===== config.mk =====
export PLATFORM = sky130hd
export DESIGN_NAME = pmon_group
export DESIGN_NICKNAME = d
export VERILOG_FILES = /design/src/rtl/pmon_pkg.sv /design/src/rtl/pmon_ctr.sv /design/src/rtl/pmon_irq.sv /design/src/rtl/pmon_group.sv
export SDC_FILE = /design/constraint.sdc
export NUM_CORES = 2
export LEC_CHECK = 0
export BUFFER_PORTS_ARGS = -buffer_cell sky130_fd_sc_hd__buf_2
export CAP_MARGIN = 25
export CORE_MARGIN = 1
export CORE_UTILIZATION = 64
export CTS_CLUSTER_DIAMETER = 150
export DETAILED_ROUTE_END_ITERATION = 16
export PLACE_DENSITY = 0.81
export SYNTH_ARGS = -nofsm -noshare
export SYNTH_HDL_FRONTEND = slang
export SYNTH_SLANG_ARGS = --single-unit

===== constraint.sdc =====
create_clock -name clk -period 5.8 [get_ports clk]
set_input_delay 1.16 -clock clk [delete_from_list [all_inputs] [get_ports clk]]
set_output_delay 1.16 -clock clk [all_outputs]
set_load 0.02 [all_outputs]

===== src/rtl/pmon_pkg.sv =====
package pmon_pkg;

  localparam logic [11:0] A_EVTYPE  = 12'h400;
  localparam logic [11:0] A_MATCH   = 12'hA00;
  localparam logic [11:0] A_CEN_SET = 12'hC00;
  localparam logic [11:0] A_CEN_CLR = 12'hC20;
  localparam logic [11:0] A_IEN_SET = 12'hC40;
  localparam logic [11:0] A_IEN_CLR = 12'hC60;
  localparam logic [11:0] A_OVF_CLR = 12'hC80;
  localparam logic [11:0] A_OVF_SET = 12'hCC0;
  localparam logic [11:0] A_CFG     = 12'hE00;
  localparam logic [11:0] A_RUN     = 12'hE04;
  localparam logic [11:0] A_EVMAP   = 12'hE20;
  localparam logic [11:0] A_IRQ_ON  = 12'hE50;

  localparam int SPAN_POS = 29;

  // Span mode: ignore bit 0 up to and including the lowest zero of the pattern.
  function automatic logic sid_hit(logic [31:0] sid, logic [31:0] pat, logic span);
    logic [31:0] dont_care;
    dont_care = span ? (pat ^ (pat + 32'd1)) : 32'd0;
    return ((sid ^ pat) & ~dont_care) == 32'd0;
  endfunction

  function automatic logic [31:0] word_pick(logic [63:0] v, logic hi);
    return hi ? v[63:32] : v[31:0];
  endfunction

  function automatic logic [63:0] merge_word(logic [63:0] cur, logic [31:0] d,
                                             logic lo, logic hi);
    logic [63:0] r;
    r = cur;
    if (lo) r[31:0]  = d;
    if (hi) r[63:32] = d;
    return r;
  endfunction

  function automatic logic [63:0] w1_apply(logic [63:0] cur, logic [63:0] bits,
                                           logic set, logic clr);
    logic [63:0] r;
    r = cur;
    if (set) r = r | bits;
    if (clr) r = r & ~bits;
    return r;
  endfunction

endpackage


===== src/rtl/pmon_ctr.sv =====
module pmon_ctr
  import pmon_pkg::*;
#(
  parameter int CTR_W   = 40,
  parameter int NUM_EVT = 8,
  parameter int SID_W   = 16
) (
  input  logic               clk,
  input  logic               rst_n,
  input  logic               run,
  input  logic [NUM_EVT-1:0] ev_in,
  input  logic [SID_W-1:0]   ev_sid,
  input  logic               wr_lo,
  input  logic               wr_hi,
  input  logic               wr_typ,
  input  logic               wr_pat,
  input  logic [31:0]        wdata,
  output logic [CTR_W-1:0]   cnt,
  output logic [15:0]        evn,
  output logic               span,
  output logic [SID_W-1:0]   pat,
  output logic               wrap
);

  localparam int EI_W = (NUM_EVT > 1) ? $clog2(NUM_EVT) : 1;

  logic             ev_sel;
  logic             hit;
  logic             inc;
  logic             load;
  logic [CTR_W-1:0] nxt;

  always_comb begin
    if (evn == 16'd0)                 ev_sel = 1'b1;
    else if (evn < 16'(NUM_EVT))      ev_sel = ev_in[evn[EI_W-1:0]];
    else                              ev_sel = 1'b0;
  end

  assign hit  = sid_hit(32'(ev_sid), 32'(pat), span);
  assign inc  = run & ev_sel & hit;
  assign load = wr_lo | wr_hi;
  assign wrap = inc & (&cnt) & ~load;

  always_comb begin
    if (load) nxt = CTR_W'(merge_word(64'(cnt), wdata, wr_lo, wr_hi));
    else      nxt = cnt + CTR_W'(inc);
  end

  always_ff @(posedge clk or negedge rst_n) begin
    if (!rst_n) begin
      cnt  <= '0;
      evn  <= '0;
      span <= 1'b0;
      pat  <= '0;
    end else begin
      cnt <= nxt;
      if (wr_typ) begin
        evn  <= wdata[15:0];
        span <= wdata[SPAN_POS];
      end
      if (wr_pat) pat <= wdata[SID_W-1:0];
    end
  end

  // without a write the count moves by at most one per edge
  p_step_r4: assert property (@(posedge clk) disable iff (!rst_n)
    !load |=> (cnt == $past(cnt)) || (cnt == $past(cnt) + 1'b1));

  // a stopped counter keeps its value
  p_hold_r4: assert property (@(posedge clk) disable iff (!rst_n)
    (!run && !load) |=> $stable(cnt));

  // a wrap leaves the counter at zero
  p_wrap_zero_r7: assert property (@(posedge clk) disable iff (!rst_n)
    wrap |=> (cnt == '0));

endmodule


===== src/rtl/pmon_irq.sv =====
module pmon_irq
  import pmon_pkg::*;
#(
  parameter int NUM_CTR = 8
) (
  input  logic               clk,
  input  logic               rst_n,
  input  logic               cen_set,
  input  logic               cen_clr,
  input  logic               ien_set,
  input  logic               ien_clr,
  input  logic               ovf_set,
  input  logic               ovf_clr,
  input  logic [NUM_CTR-1:0] bits,
  input  logic [NUM_CTR-1:0] wrap,
  input  logic               irq_on,
  output logic [NUM_CTR-1:0] cen,
  output logic [NUM_CTR-1:0] ien,
  output logic [NUM_CTR-1:0] ovf,
  output logic               irq
);

  always_ff @(posedge clk or negedge rst_n) begin
    if (!rst_n) begin
      cen <= '0;
      ien <= '0;
      ovf <= '0;
    end else begin
      cen <= NUM_CTR'(w1_apply(64'(cen), 64'(bits), cen_set, cen_clr));
      ien <= NUM_CTR'(w1_apply(64'(ien), 64'(bits), ien_set, ien_clr));
      ovf <= NUM_CTR'(w1_apply(64'(ovf), 64'(bits), ovf_set, ovf_clr)) | wrap;
    end
  end

  assign irq = irq_on & (|(ovf & ien));

  // every wrap is recorded, even against a clear
  p_wrap_ovf_r7: assert property (@(posedge clk) disable iff (!rst_n)
    (wrap != '0) |=> ((ovf & $past(wrap)) == $past(wrap)));

  // a clear without a wrap drops the bits
  p_clr_ovf_r7: assert property (@(posedge clk) disable iff (!rst_n)
    (ovf_clr && wrap == '0) |=> ((ovf & $past(bits)) == '0));

  // no interrupt while the global switch is off
  p_irq_gate_r8: assert property (@(posedge clk) disable iff (!rst_n)
    irq |-> irq_on);

endmodule


===== src/rtl/pmon_group.sv =====
module pmon_group
  import pmon_pkg::*;
#(
  parameter int NUM_CTR = 8,
  parameter int CTR_W   = 40,
  parameter int NUM_EVT = 8,
  parameter int SID_W   = 16
) (
  input  logic               clk,
  input  logic               rst_n,
  input  logic               reg_wr,
  input  logic [11:0]        reg_addr,
  input  logic [31:0]        reg_wdata,
  output logic [31:0]        reg_rdata,
  input  logic [NUM_EVT-1:0] ev_in,
  input  logic [SID_W-1:0]   ev_sid,
  output logic               irq
);

  localparam bit WIDE   = (CTR_W > 32);
  localparam int STRIDE = WIDE ? 8 : 4;
  localparam logic [31:0] CFG_WORD = {8'd0, 4'd0, 6'd0, 6'(CTR_W - 1), 2'd0, 6'(NUM_CTR - 1)};
  localparam logic [31:0] EVMAP    = 32'((64'd1 << NUM_EVT) - 64'd1);

  logic [CTR_W-1:0]   cnt_q  [NUM_CTR];
  logic [15:0]        evn_q  [NUM_CTR];
  logic               span_q [NUM_CTR];
  logic [SID_W-1:0]   pat_q  [NUM_CTR];
  logic [NUM_CTR-1:0] wrap_v;
  logic [NUM_CTR-1:0] cen, ien, ovf;
  logic               run_q, irq_on_q;

  // Global run and interrupt switches
  always_ff @(posedge clk or negedge rst_n) begin
    if (!rst_n) begin
      run_q    <= 1'b0;
      irq_on_q <= 1'b0;
    end else if (reg_wr) begin
      if (reg_addr == A_RUN)    run_q    <= reg_wdata[0];
      if (reg_addr == A_IRQ_ON) irq_on_q <= reg_wdata[0];
    end
  end

  for (genvar g = 0; g < NUM_CTR; g++) begin : g_ctr
    localparam logic [11:0] CA = 12'(g * STRIDE);
    logic wr_lo, wr_hi, wr_typ, wr_pat;
    assign wr_lo  = reg_wr && (reg_addr == CA);
    assign wr_hi  = WIDE && reg_wr && (reg_addr == CA + 12'd4);
    assign wr_typ = reg_wr && (reg_addr == A_EVTYPE + 12'(4 * g));
    assign wr_pat = reg_wr && (reg_addr == A_MATCH + 12'(4 * g));

    pmon_ctr #(.CTR_W(CTR_W), .NUM_EVT(NUM_EVT), .SID_W(SID_W)) u_ctr (
      .clk    (clk),
      .rst_n  (rst_n),
      .run    (run_q & cen[g]),
      .ev_in  (ev_in),
      .ev_sid (ev_sid),
      .wr_lo  (wr_lo),
      .wr_hi  (wr_hi),
      .wr_typ (wr_typ),
      .wr_pat (wr_pat),
      .wdata  (reg_wdata),
      .cnt    (cnt_q[g]),
      .evn    (evn_q[g]),
      .span   (span_q[g]),
      .pat    (pat_q[g]),
      .wrap   (wrap_v[g])
    );
  end

  pmon_irq #(.NUM_CTR(NUM_CTR)) u_irq (
    .clk     (clk),
    .rst_n   (rst_n),
    .cen_set (reg_wr && reg_addr == A_CEN_SET),
    .cen_clr (reg_wr && reg_addr == A_CEN_CLR),
    .ien_set (reg_wr && reg_addr == A_IEN_SET),
    .ien_clr (reg_wr && reg_addr == A_IEN_CLR),
    .ovf_set (reg_wr && reg_addr == A_OVF_SET),
    .ovf_clr (reg_wr && reg_addr == A_OVF_CLR),
    .bits    (reg_wdata[NUM_CTR-1:0]),
    .wrap    (wrap_v),
    .irq_on  (irq_on_q),
    .cen     (cen),
    .ien     (ien),
    .ovf     (ovf),
    .irq     (irq)
  );

  // Read multiplexer; unmapped addresses give zero
  always_comb begin
    reg_rdata = '0;
    for (int i = 0; i < NUM_CTR; i++) begin
      if (reg_addr == 12'(i * STRIDE))
        reg_rdata = word_pick(64'(cnt_q[i]), 1'b0);
      if (WIDE && reg_addr == 12'(i * STRIDE + 4))
        reg_rdata = word_pick(64'(cnt_q[i]), 1'b1);
      if (reg_addr == A_EVTYPE + 12'(4 * i))
        reg_rdata = {2'b00, span_q[i], 13'd0, evn_q[i]};
      if (reg_addr == A_MATCH + 12'(4 * i))
        reg_rdata = 32'(pat_q[i]);
    end
    case (reg_addr)
      A_CEN_SET, A_CEN_CLR: reg_rdata = 32'(cen);
      A_IEN_SET, A_IEN_CLR: reg_rdata = 32'(ien);
      A_OVF_SET, A_OVF_CLR: reg_rdata = 32'(ovf);
      A_CFG:                reg_rdata = CFG_WORD;
      A_RUN:                reg_rdata = {31'd0, run_q};
      A_EVMAP:              reg_rdata = EVMAP;
      A_IRQ_ON:             reg_rdata = {31'd0, irq_on_q};
      default: ;
    endcase
  end

  // the configuration word never changes
  p_cfg_ro_r9: assert property (@(posedge clk) disable iff (!rst_n)
    (reg_addr == A_CFG) |-> (reg_rdata == CFG_WORD));

endmodule


==> results list <==
- Hold Path Cell Cnt: 2
* Flop pwr share: 0.463
- After the first detailed-routing iteration, the DRC count stood at 8386.
* Total clock sinks: 610
- For this design the total switching power over the nets is 2.39 mW.
* Horiz. Die Dim: 253 um
- For the finished layout, the period the worst path requires is 5680 ps.
* Via count of the first global-routing pass: 39023
- CTS Hold Buffers Added: 0
- The total overflow left after global routing is 0.
* Largest area contributor in the netlist: dfrtp_1
- Peak ir drop on the vdd network: 0.000252 V
* Worst EP arrival: 4520 ps
- Yosys mapped the design onto 98 distinct sky130hd cell types.
- For this design the static power due to leakage is 19.2 nW.
* GRT Util Overall: 0.547
- The die covers 64200 sq um.
- Vias per Instance: 7.65
- H-tree levels: 3
- Remaining design rule violation count: 0
- The first global-routing pass estimated 256000 um of wire.
- Switching portion of total power: 0.255
* Dpl hpwl: 125000 um
- Number of nets produced by synthesis: 4926
- The Yosys step of the flow raised 0 warnings.
* Final instance area: 44400 sq um
- Final Total Pwr: 9.37 mW
* Deepest clock path buffer count: 3
- Yosys instantiated no cell more often than a21oi_1.
- Dividing the detail-routed wire length by the instance count gives 31.3 um.
- The initial antenna violation count came to 8.
- The number of clock buffers added by TritonCTS is 68.
- Part of the Yosys area used for sequential elements: 0.378
- The pre-antenna-repair detailed-routing pass consisted of 7 iterations.
- Most common flop cell mapped by yosys: dfrtp_1
* Gate Count Post-Synth: 4832
- Resize count post-CTS: 0
- Clock-pin slew on the worst setup and hold paths: 60 ps
- Vias: 43681
- MaxCap Viol Count: 0
- Final Hold Violating Endpoints: 0
- Least-Margin Pin Slew: 1170 ps
- Flops & latches, synth: 610
- Across all hold checks on the routed design, the worst slack comes to 517 ps.
* Required time of the critical path: 4640 ps
* Placed cell areas: 42000 sq um
* Setup violators final: 0
- CP endpoint kind: primary output
- The synthesized design contains 0 enable-type register cells.
- Entering global routing, the biggest net connects 126 pins.
- Pwr dens: 211 nW/um^2
- Synthesized area per cell: 8.37 sq um
- Internal: 6.98 mW
* Summed negative setup slack over all endpoints: 0 ps
- Achievable frequency: 176 MHz
* Library cell used as clock root buffer: clkbuf_16
* Last weighted congestion value of the routability-driven placer: 1.10
* Fin Clk Skew: 30.1 ps
- In this run the remaining antenna-violating nets after routing total 0.
* Share of flip-flops with an asynchronous set or reset after synthesis: 1.00
* Count of final max-slew check failures: 0
- Buffers added to address setup during post-CTS repair amount to 0.
- Clock tree from TritonCTS: yes
- In the final design database the tool counted 4911 nets.
* Layout-stage area growth over the synthesis result: 9.78%
* Core Area: 62100 sq um
* Height of the chip: 253 um
- Kind of start point of the critical path: input pin
- Critical setup path kind: input pin to primary output
* Share of the synthesized area in the top cell type: 0.378
* Ranking of synthesized cells by instance count: a21oi_1, dfrtp_1, nand2_1
- Run status: finished clean
- 104 I/O pins were placed.
- Row generation in the floorplan step produced 91 rows.
- In this run the worst hold path is classified as flip-flop to flip-flop.
- Setup repair after global routing left no endpoint under its margin.
- The share of total power dissipated in the clock network is 0.476.
- Counting cells, the worst reg-to-reg path comes to 19.
- By area the synthesized netlist is led by dfrtp_1, a21oi_1, mux2_2.
- Clock latency reported for the late side of the worst-skew pair: 640 ps
- Crit share post-route: 0.979
- Along the worst path, the maximum fanout reaches 12.
- Netlist area before placement: 40400 sq um
- Initial core utilization: 0.652
* Final wirelength: 179000 um
- Part of the power in combinational logic: 0.061
- Fillers: 4790
* Max_slew headroom: 0.210
- Layout cells sized above 1: 0.153
- Input and output buffers added on the ports amount to 102.
-- stage by stage --
| step | worst slack, ps | std cells | util |
|---|---|---|---|
| after floorplan | 722 | 4832 | - |
| after global placement | 153 | 5575 | 0.676 |
| after detailed placement | 228 | 5578 | 0.677 |
| after CTS | 207 | 5697 | 0.713 |
| after global routing | 196 | 5703 | 0.715 |
| final | 119 | 5709 | 0.715 |
-- worst max-delay path, cell delays in order --
cell       delay, ps
buf_2            220
nor4_2           490
buf_4            260
buf_4            170
nand3_2          330
o21ai_0          220
a21oi_1           70
a2111oi_0        450
buf_4            210
o2111ai_1        240
a41o_1           250
nand2_1          200
buf_2            220
-- flip-flops by register name, summed over array words and instances, names as in the netlist, named ones only --
signal and cells:
run_q 1, irq_on_q 1, g_ctr.u_ctr.cnt 320, g_ctr.u_ctr.evn 128, g_ctr.u_ctr.pat 128, g_ctr.u_ctr.span 8, u_irq.ovf 8
-- routing by layer --
metal  track usage  vias to the layer above  part of all wire
met3         0.223                      884              0.17
li1              -                    18153                 -
met4         0.382                       12             0.085
met1         0.725                    20711              0.36
met2         0.718                     3921              0.39
met5             0                        -           0.00037
-- final timing paths --
kind	startpoint	endpoint	slack (ps)
max	reg_addr[7]	reg_rdata[1]	120
min	g_ctr[4].u_ctr.cnt[11]	g_ctr[4].u_ctr.cnt[11]	520
max reg2reg	g_ctr[2].u_ctr.pat[1]	g_ctr[2].u_ctr.cnt[36]	1000
min reg2reg	g_ctr[4].u_ctr.cnt[11]	g_ctr[4].u_ctr.cnt[11]	520
max in group asynchronous	rst_n	asynchronous set/reset pin	3950
min in group asynchronous	rst_n	g_ctr[0].u_ctr.cnt[24]	590
-- layout by cell type (no fill, tap or decap), types with 25 or more instances in the layout --
cell	instances
a21oi_1	640
dfrtp_1	610
nand2_1	486
nor2_1	373
o21ai_0	329
mux2_2	246
nand3_1	243
o22ai_1	199
buf_4	176
nor3_1	101
buf_2	101
a22oi_1	90
and3_1	88
nand4_1	81
xnor2_1	77
clkbuf_16	73
inv_1	66
nor4_1	62
a221oi_1	55
o21ai_1	41
a31oi_1	40
o221ai_1	35
xor2_1	35
and2_1	28
o211ai_1	27
mux2_1	27
and4_1	26
mux2i_1	25
-- cell type report --
type / count / area, sq um / share of cell area
sequential: 610 / 15300 / 0.344
inverter: 66 / 248 / 0.00558
multi-input combinational: 3778 / 23400 / 0.527
tap: 837 / 1050 / 0.0236
antenna: 6 / 15.0 / 0.000338
clock buffer: 100 / 2070 / 0.0466
timing repair buffer: 293 / 2140 / 0.0483
clock inverter: 19 / 184 / 0.00414
-- logic make-up after synthesis --
family	after synthesis	share of synthesized area
fa+ha+maj	23	0.00712
buf+inv	444	0.0455
flops	610	0.378
xor+xnor	112	0.0243
simple gates	1643	0.203
compound gates	1694	0.255
mux	306	0.0867
-- power groups by stage --
| stage | combinational [mW] | sequential (mW) | clock, mW |
|---|---|---|---|
| floorplan | 0.236 | 4.38 | 0 |
| global placement | 0.528 | 4.40 | 0 |
| detailed placement | 0.537 | 4.41 | 0 |
| CTS | 0.543 | 4.33 | 4.43 |
| global route | 0.581 | 4.33 | 4.58 |
| finish | 0.571 | 4.34 | 4.47 |
Power figures use the tool's default switching activity.
